### src/rtl/evctr_pkg.sv
package evctr_pkg;

   // control word bit positions
   localparam int FRZ_B   = 0;
   localparam int CHN_B   = 1;
   localparam int MODE_LO = 2;
   localparam int KIND_B  = 4;
   localparam int IE_B    = 5;
   localparam int SRC_LO  = 6;

   typedef enum logic [1:0] {
      TRG_NONE   = 2'b00,
      TRG_START  = 2'b01,
      TRG_STOP   = 2'b10,
      TRG_TOGGLE = 2'b11
   } trg_mode_e;

   // run state after a trigger hit under a given mode
   function automatic logic run_after_hit(trg_mode_e m, logic run);
      logic r;
      case (m)
         TRG_START:  r = 1'b1;
         TRG_STOP:   r = 1'b0;
         TRG_TOGGLE: r = ~run;
         default:    r = run;
      endcase
      return r;
   endfunction

endpackage

### src/rtl/evctr_trig_sel.sv
module evctr_trig_sel #(
   parameter int NUM_CNT = 4,
   parameter int IDX_W   = 2
) (
   input  logic [NUM_CNT-1:0] inc_v,
   input  logic [NUM_CNT-1:0] ovf_v,
   input  logic [IDX_W-1:0]   src,
   input  logic               kind,
   output logic               hit
);
   logic [NUM_CNT-1:0] pick_v;

   always_comb begin
      pick_v = kind ? ovf_v : inc_v;
      hit    = 1'b0;
      for (int j = 0; j < NUM_CNT; j++) begin
         if (src == IDX_W'(j)) hit = pick_v[j];
      end
   end
endmodule

### src/rtl/evctr_cell.sv
module evctr_cell
   import evctr_pkg::*;
#(
   parameter int CNT_W = 32,
   parameter int IDX_W = 2,
   parameter int CTL_W = 8,
   parameter int IDX   = 0
) (
   input  logic             clk,
   input  logic             rst_n,
   input  logic             evt,
   input  logic             chain_ovf,
   input  logic             trig_hit,
   input  logic             wr_en,
   input  logic             wr_ctl,
   input  logic [IDX_W-1:0] wr_idx,
   input  logic [CNT_W-1:0] wr_data,
   output logic [CNT_W-1:0] cnt_o,
   output logic [CTL_W-1:0] ctl_o,
   output logic             inc_o,
   output logic             ovf_o,
   output logic             flag_o
);
   logic [CNT_W-1:0] cnt_q, cnt_nx;
   logic [CTL_W-1:0] ctl_q;
   logic             run_q, inc_q, ovf_q, flag_q;
   logic             hit_me, wr_val, wr_cw, src_evt, cnt_en;
   trg_mode_e        mode_now, mode_new;

   always_comb begin
      hit_me   = (wr_idx == IDX_W'(IDX));
      wr_val   = wr_en & ~wr_ctl & hit_me;
      wr_cw    = wr_en &  wr_ctl & hit_me;
      mode_now = trg_mode_e'(ctl_q[MODE_LO +: 2]);
      mode_new = trg_mode_e'(wr_data[MODE_LO +: 2]);
      src_evt  = ctl_q[CHN_B] ? chain_ovf : evt;
      cnt_en   = run_q & ~ctl_q[FRZ_B] & src_evt & ~wr_val;
      if (wr_val)      cnt_nx = wr_data;
      else if (cnt_en) cnt_nx = cnt_q + CNT_W'(1);
      else             cnt_nx = cnt_q;
   end

   always_ff @(posedge clk or negedge rst_n) begin
      if (!rst_n) begin
         cnt_q  <= '0;
         ctl_q  <= '0;
         run_q  <= 1'b1;
         inc_q  <= 1'b0;
         ovf_q  <= 1'b0;
         flag_q <= 1'b0;
      end else begin
         cnt_q  <= cnt_nx;
         inc_q  <= cnt_en;
         ovf_q  <= cnt_en & (&cnt_q);
         flag_q <= wr_val ? wr_data[CNT_W-1] : (flag_q | cnt_nx[CNT_W-1]);
         if (wr_cw) begin
            ctl_q <= wr_data[CTL_W-1:0];
            run_q <= (mode_new != TRG_START);
         end else if (trig_hit) begin
            run_q <= run_after_hit(mode_now, run_q);
         end
      end
   end

   assign cnt_o  = cnt_q;
   assign ctl_o  = ctl_q;
   assign inc_o  = inc_q;
   assign ovf_o  = ovf_q;
   assign flag_o = flag_q;
endmodule

### src/rtl/evctr_irq.sv
module evctr_irq #(
   parameter int NUM_CNT = 4
) (
   input  logic [NUM_CNT-1:0] flag_v,
   input  logic [NUM_CNT-1:0] ie_v,
   output logic               irq
);
   assign irq = |(flag_v & ie_v);
endmodule

### src/rtl/evt_counter_array.sv
module evt_counter_array
   import evctr_pkg::*;
#(
   parameter int NUM_CNT  = 4,
   parameter int CNT_W    = 32,
   parameter bit CHAIN_EN = 1'b1
) (
   input  logic                            clk,
   input  logic                            rst_n,
   input  logic [NUM_CNT-1:0]              evt_in,
   input  logic                            wr_en,
   input  logic                            wr_ctl,
   input  logic [$clog2(NUM_CNT)-1:0]      wr_idx,
   input  logic [CNT_W-1:0]                wr_data,
   output logic [NUM_CNT-1:0][CNT_W-1:0]   cnt_val,
   output logic                            irq
);
   localparam int IDX_W = $clog2(NUM_CNT);
   localparam int CTL_W = SRC_LO + IDX_W;

   initial begin
      assert (NUM_CNT >= 2) else $error("NUM_CNT must be at least 2");
      assert (CNT_W >= CTL_W) else $error("CNT_W too narrow for control word");
   end

   logic [NUM_CNT-1:0][CTL_W-1:0] ctl_all;
   logic [NUM_CNT-1:0] inc_v, ovf_v, flag_v, ie_v, chain_in, hit_v;

   for (genvar i = 0; i < NUM_CNT; i++) begin : g_cnt
      if (i == 0 || !CHAIN_EN) begin : g_nochain
         assign chain_in[i] = 1'b0;
      end else begin : g_chain
         assign chain_in[i] = ovf_v[i-1];
      end

      evctr_trig_sel #(.NUM_CNT(NUM_CNT), .IDX_W(IDX_W)) u_sel (
         .inc_v (inc_v),
         .ovf_v (ovf_v),
         .src   (ctl_all[i][SRC_LO +: IDX_W]),
         .kind  (ctl_all[i][KIND_B]),
         .hit   (hit_v[i])
      );

      evctr_cell #(.CNT_W(CNT_W), .IDX_W(IDX_W), .CTL_W(CTL_W), .IDX(i)) u_cell (
         .clk       (clk),
         .rst_n     (rst_n),
         .evt       (evt_in[i]),
         .chain_ovf (chain_in[i]),
         .trig_hit  (hit_v[i]),
         .wr_en     (wr_en),
         .wr_ctl    (wr_ctl),
         .wr_idx    (wr_idx),
         .wr_data   (wr_data),
         .cnt_o     (cnt_val[i]),
         .ctl_o     (ctl_all[i]),
         .inc_o     (inc_v[i]),
         .ovf_o     (ovf_v[i]),
         .flag_o    (flag_v[i])
      );

      assign ie_v[i] = ctl_all[i][IE_B];
   end

   evctr_irq #(.NUM_CNT(NUM_CNT)) u_irq (
      .flag_v (flag_v),
      .ie_v   (ie_v),
      .irq    (irq)
   );
endmodule

### config.mk
export PLATFORM = sky130hd
export DESIGN_NAME = evt_counter_array
export DESIGN_NICKNAME = d
export VERILOG_FILES = /design/src/rtl/evctr_pkg.sv /design/src/rtl/evctr_trig_sel.sv /design/src/rtl/evctr_cell.sv /design/src/rtl/evctr_irq.sv /design/src/rtl/evt_counter_array.sv
export SDC_FILE = /design/constraint.sdc
export NUM_CORES = 1
export LEC_CHECK = 0
export BUFFER_PORTS_ARGS = -buffer_cell sky130_fd_sc_hd__buf_2
export CORE_MARGIN = 5
export CORE_UTILIZATION = 34
export DETAILED_ROUTE_END_ITERATION = 8
export GPL_TIMING_DRIVEN = 0
export MAX_ROUTING_LAYER = met4
export SLEW_MARGIN = 20
export SYNTH_ARGS = -nofsm -noshare
export SYNTH_HDL_FRONTEND = slang
export SYNTH_SLANG_ARGS = --single-unit
### constraint.sdc
create_clock -name clk -period 3.24 [get_ports clk]
set_input_delay 0.486 -clock clk [delete_from_list [all_inputs] [get_ports clk]]
set_output_delay 0.486 -clock clk [all_outputs]
set_load 0.02 [all_outputs]
== Word-level counts from Yosys, hierarchy flattened ==
Cells that the tools add are included.
Word-level totals
  register bits after elaboration: 176
  output and inout bits: 129
  input bits: 42
  logic and storage cells: 178
Cells by class
  add/sub/neg operators: 4
  eq/ne operators: 28
  reductions and logical operators: 26
  bitwise operators: 44
  muxes and demuxes: 48
Operator list (count)
  two-way mux 32 bit: 8
  adder 32 x 1 -> 32 bit (second input constant): 4
  AND reduction 32 bit: 4
  == test 2 bit (second input constant): 18
  two-way mux 1 bit: 32
  AND 1 bit: 26
  == test 2 x 1 -> 1 bit (second input constant): 9
  two-way mux 4 bit: 4
  nonzero test 2 bit: 8
  nonzero test 4 bit: 4
  inverter 1 bit: 13
  one-hot mux 1 bit (3 select lines): 4
  logical NOT 2 bit: 5
  AND reduction 2 bit: 4
  AND 4 bit: 1
  bitwise OR 1 bit: 4
  OR reduction 4 bit: 1
  != test 2 x 1 -> 1 bit (second input constant): 1

== Logic depth before layout (Yosys ltp) ==
  depth in word-level cells: 9
  gate-level depth with buffers: 7
  gate-level depth less buffers: 6

== Hierarchy ==
From an unflattened synthesis, not the netlist that was laid out.
Second synthesis, totals
  cell total of the unflattened synthesis: 988
  area, all modules: 9551.7 µm²
Modules (own cells, without submodules)
  evctr_cell (g_cnt[1].u_cell ...): cells an instance 245, instances 2, seq. area each 1102.3 µm², area each 2331.0 µm²
  evctr_cell (g_cnt[3].u_cell): cells an instance 244, instances 1, seq. area each 1102.3 µm², area each 2317.2 µm²
  evctr_cell (g_cnt[0].u_cell): cells an instance 238, instances 1, seq. area each 1102.3 µm², area each 2294.7 µm²
  evctr_trig_sel: cells an instance 3, instances 4, seq. area each 0.0 µm², area each 63.8 µm²
  evctr_irq: cells an instance 3, instances 1, seq. area each 0.0 µm², area each 18.8 µm²
  evt_counter_array: cells an instance 1, instances 1, seq. area each 0.0 µm², area each 3.8 µm²

== Worst setup path before layout ==
Ideal clock, no wire load.
  path type: register to register
  start: register g_cnt[1].u_cell.cnt_q[0]
  end: register g_cnt[1].u_cell.cnt_q[28]
  stages on the path, launching flop included: 7
  data arrival time: 1974 ps
  setup slack: 1184 ps
  path buffers: 0
  period minus slack after synthesis: 2056 ps
  required time: 3158 ps
  library setup time: 82 ps
  cell sequence: dfrtp_1 > ha_1 > nand4_1 > nor3_2 > nand2_1 > or3_1 > a31oi_1
On the way
  word-level cells in the longest chain between the ends: 3
RTL lines
  start, declared: RTL line evctr_cell.sv:24  | logic [CNT_W-1:0] cnt_q, cnt_nx;
  start signal, assigned: RTL line evctr_cell.sv:52  | cnt_q <= cnt_nx;
  adder 32 x 1 -> 32 bit: RTL line evctr_cell.sv:39  | else if (cnt_en) cnt_nx = cnt_q + CNT_W'(1);
  two-way mux 32 bit: RTL line evctr_cell.sv:39
  two-way mux 32 bit: RTL line evctr_cell.sv:38  | if (wr_val) cnt_nx = wr_data;
No other way between the ends. The select of a mux whose other input is x is not followed.
A chain may end at the register's enable or synchronous reset.

== Final worst setup path ==
  start: register g_cnt[3].u_cell.cnt_q[0]
  end: register g_cnt[3].u_cell.ovf_q
On the way
  word-level cells in the longest chain between the ends: 2
RTL lines
  start, declared: RTL line evctr_cell.sv:24
  start signal, assigned: RTL line evctr_cell.sv:52
  AND reduction 32 bit: RTL line evctr_cell.sv:54  | ovf_q <= cnt_en & (&cnt_q);
  AND 1 bit: RTL line evctr_cell.sv:54
  end signal, assigned: RTL line evctr_cell.sv:54
  end, declared: RTL line evctr_cell.sv:26  | logic run_q, inc_q, ovf_q, flag_q;
No other way between the ends.

==> results.py <==
metrics = {
    "status": {
        "status": "finished clean",
    },
    "global_routing": {
        "grt_max_degree": 90,
        "grt_overflow": 0,
        "antenna_found_initial": 0,
        "grt_pass1_vias": 8239,
        "gr-usage-all-layers_pct": 21.36,
        "grt_pass1_wl_mm": 49.38,
    },
    "setup_path": {
        "r2r-start": "g_cnt[3].u_cell.cnt_o[0]",
        "worstSetupPathType": "reg2reg",
        "cpMaxStageDelayCell": "nor4b_2",
        "startpoint_type": "flip-flop",
        "endpoint_kind": "flip-flop",
        "reg2regPathDepth": 6,
        "arrival_ns": 2.76,
        "r2r_end": "g_cnt[3].u_cell.ovf_o",
        "rrSetupSlack_ns": 0.81,
        "crit_required_ns": 3.57,
        "crit_fanout": 10,
        "slowest_delay_ns": 0.63,
        "crit_chain": "ha_1 -> and3b_1 -> nor4b_2 -> clkbuf_1 -> nand2_1 -> nor3_1",
    },
    "final_layout": {
        "nNetsFinal": 1224,
        "instances_no_fill": 1570,
        "nFillCells": 2858,
        "drive_gt1_share_pct": 23.09,
        "area.growth.synth_to_final_pct": 20.77,
    },
    "drt": {
        "postRouteAntennaNets": 0,
        "wl_mm": 32.31,
        "via_count": 8333,
        "via_per_inst": 5.308,
        "drcViolationCount": 0,
        "first_pass_iters": 5,
        "wl_per_cell_um": 20.58,
        "dr.first_iter.drc_count": 636,
    },
    "placed_design": {
        "pre_cts_slack_ns": 0.5296,
        "dp_hpwl_mm": 23.77,
        "routabilityCongestion": 0.8712,
        "io_buffers": 168,
        "dp.cells": 1537,
    },
    "sta": {
        "fin_skew_ns": 0.01046,
        "worst_pin_slew_ns": 0.8880,
        "finalSetupTns_ns": 0,
        "relSlewSlack_pct": 40.25,
        "final-setup-viol-count": 0,
        "whs_ns": 0.05615,
        "final_hold_viol_count": 0,
        "period_minus_slack_ns": 2.430,
        "rsz0062_at_grt": "false",
        "fmax_mhz": 411.4,
        "final_max_slew_viol_count": 0,
        "setup_ws_ns": 0.8095,
        "post-route-period-util_pct": 75.01,
    },
    "yosys": {
        "synthTopCellsByCount": "172 x dfrtp_1, 154 x nand2_1, 107 x o21ai_0",
        "syn_area_mm2": 0.009458,
        "yosys.area.top_type": "dfrtp_1",
        "synth_top_area_share_pct": 45.51,
        "synth_area_leaders": "dfrtp_1 46%, nand2_1 6.1%, xor2_1 5.7%",
        "synth.avg_cell_area_um2": 9.553,
        "synth_edf_count": 0,
        "syn_inst": 990,
        "async_reset_ff_share_pct": 100.0,
        "syn_nets": 1036,
        "synth_seq_cells": 176,
        "synth_flop_cell": "dfrtp_1",
        "ys_seq_area_share_pct": 46.62,
        "yosysUniqueCellTypes": 53,
        "synth_most_common_cell": "dfrtp_1",
        "yosysWarnings": 0,
    },
    "cts": {
        "cts-buffers-inserted": 17,
        "cts_hold_buf": 0,
        "clock_sinks": 176,
        "htree_levels": 4,
        "cts_tree": "yes",
        "insertion_delay_ns": 0.44,
        "post_cts_resized": 0,
        "post_cts_buffers": 0,
        "clock-root-buffer": "clkbuf_16",
        "path_clk_slew_ns": 0.07,
        "clockBufferDepth": 2,
    },
    "floorplan": {
        "dieArea_mm2": 0.03125,
        "rows": 61,
        "initial_utilization_pct": 34.23,
        "core_mm2": 0.02763,
        "die-width_um": 176.8,
        "io_pins": 171,
        "die_h_um": 176.8,
    },
    "hold_path": {
        "hold_class": "in2async",
    },
    "pwr": {
        "power.leakage_uw": 0.004580,
        "ir_drop_mv": 0.3197,
        "p_per_area_mw_per_mm2": 663.7,
    },
    "run": {
        "maxCapViolCount": 0,
    },
}
[per-layer routing]
metal | GRT usage, % | wire length (um) | vias to the layer above
met5 | - | 0 | -
met4 | 6.931 | 823 | 0
met3 | 4.315 | 1782 | 49
met2 | 31.39 | 14430 | 260
met1 | 29.75 | 15270 | 4132
li1 | - | - | 3892
[state kept, by name, indices dropped and copies added, names as in the netlist]
signal,cells
g_cnt.u_cell.cnt_o,128
g_cnt.u_cell.ctl_o,32
g_cnt.u_cell.flag_o,4
g_cnt.u_cell.inc_o,4
g_cnt.u_cell.ovf_o,4
g_cnt.u_cell.run_q,4
[stage by stage]
| step | utilization [%] | power (uW) | cell area, um^2 |
|---|---|---|---|
| final | 41.34 | 7581 | 11420 |
| after global placement | 38.99 | 5481 | 10770 |
| after detailed placement | 39.17 | 5532 | 10820 |
| after floorplan | - | 4574 | 9458 |
| after global routing | 41.33 | 7996 | 11420 |
| after CTS | 41.31 | 7633 | 11410 |
[cells by family (layout without fill, tap and decap cells)]
| group | count (synthesis) | after routing | synth area share, % |
|---|---|---|---|
| mux | 55 | 55 | 7.395 |
| simple gates | 429 | 429 | 23.76 |
| other cells | 0 | 1 | 0 |
| fa+ha+maj | 4 | 4 | 0.5292 |
| compound gates | 143 | 143 | 7.938 |
| flops | 176 | 176 | 46.62 |
| buf+inv | 62 | 263 | 2.553 |
| xor+xnor | 121 | 121 | 11.21 |
[worst max-delay path by stage]
stage | from | end | slack (ns) | cells after the start
after floorplan | g_cnt[1].u_cell.cnt_o[0] | g_cnt[1].u_cell.cnt_o[28] | 1.18 | 6
after global placement | rst_n | g_cnt[0].u_cell.cnt_o[23] | -1.30 | 1
after detailed placement | wr_en | g_cnt[0].u_cell.cnt_o[22] | 0.53 | 7
after CTS | g_cnt[1].u_cell.ovf_o | g_cnt[2].u_cell.cnt_o[25] | 0.83 | 5
after global routing | g_cnt[3].u_cell.cnt_o[0] | g_cnt[3].u_cell.cnt_o[10] | 0.64 | 7
final | g_cnt[3].u_cell.cnt_o[0] | g_cnt[3].u_cell.ovf_o | 0.81 | 6
[layout by cell type (no fill, tap or decap), drive strengths merged, types with 3 or more instances in the layout]
cell type / count
mux2i: 8
buf: 175
nor4b: 5
o21ai: 110
nand3b: 3
or4: 8
nand4: 50
ha: 4
and4: 11
clkbuf: 61
a31oi: 3
dfrtp: 172
clkinv: 10
mux4: 8
a21oi: 20
nor4: 23
nand2: 154
or3: 4
nor3b: 3
xnor2: 59
and3b: 3
nand3: 50
nor2: 45
mux2: 39
dfstp: 4
inv: 13
and2: 10
nor2b: 3
nor3: 22
xor2: 62
and3: 26
[layout make-up]
cell class                      count  area (um^2)  share of cell area (%)
Tap cell                          378        473.0                   4.141
Antenna cell                        1        2.502                 0.02191
Multi-Input combinational cell    752         4826                   42.25
Inverter                           14        52.55                  0.4601
Timing Repair Buffer              169        878.3                   7.690
Clock buffer                       19        452.9                   3.965
Sequential cell                   176         4409                   38.60
Buffer                             48        188.9                   1.654
Clock inverter                     13        138.9                   1.216
[worst max-delay path: cells and delay by family, from the launching register on]
kind                       cells  cell delay, ns
adders and majority gates      1            0.17
buffers and inverters          1            0.44
DFF                            1            0.44
and+or+nand+nor                4            1.28
[power by group]
group	leakage (uW)	switching (uW)	internal, uW
clock	0.000289	912	1180
combinational	0.00214	1290	828
sequential	0.00215	654	2720
(Power assumes the default switching activity.)
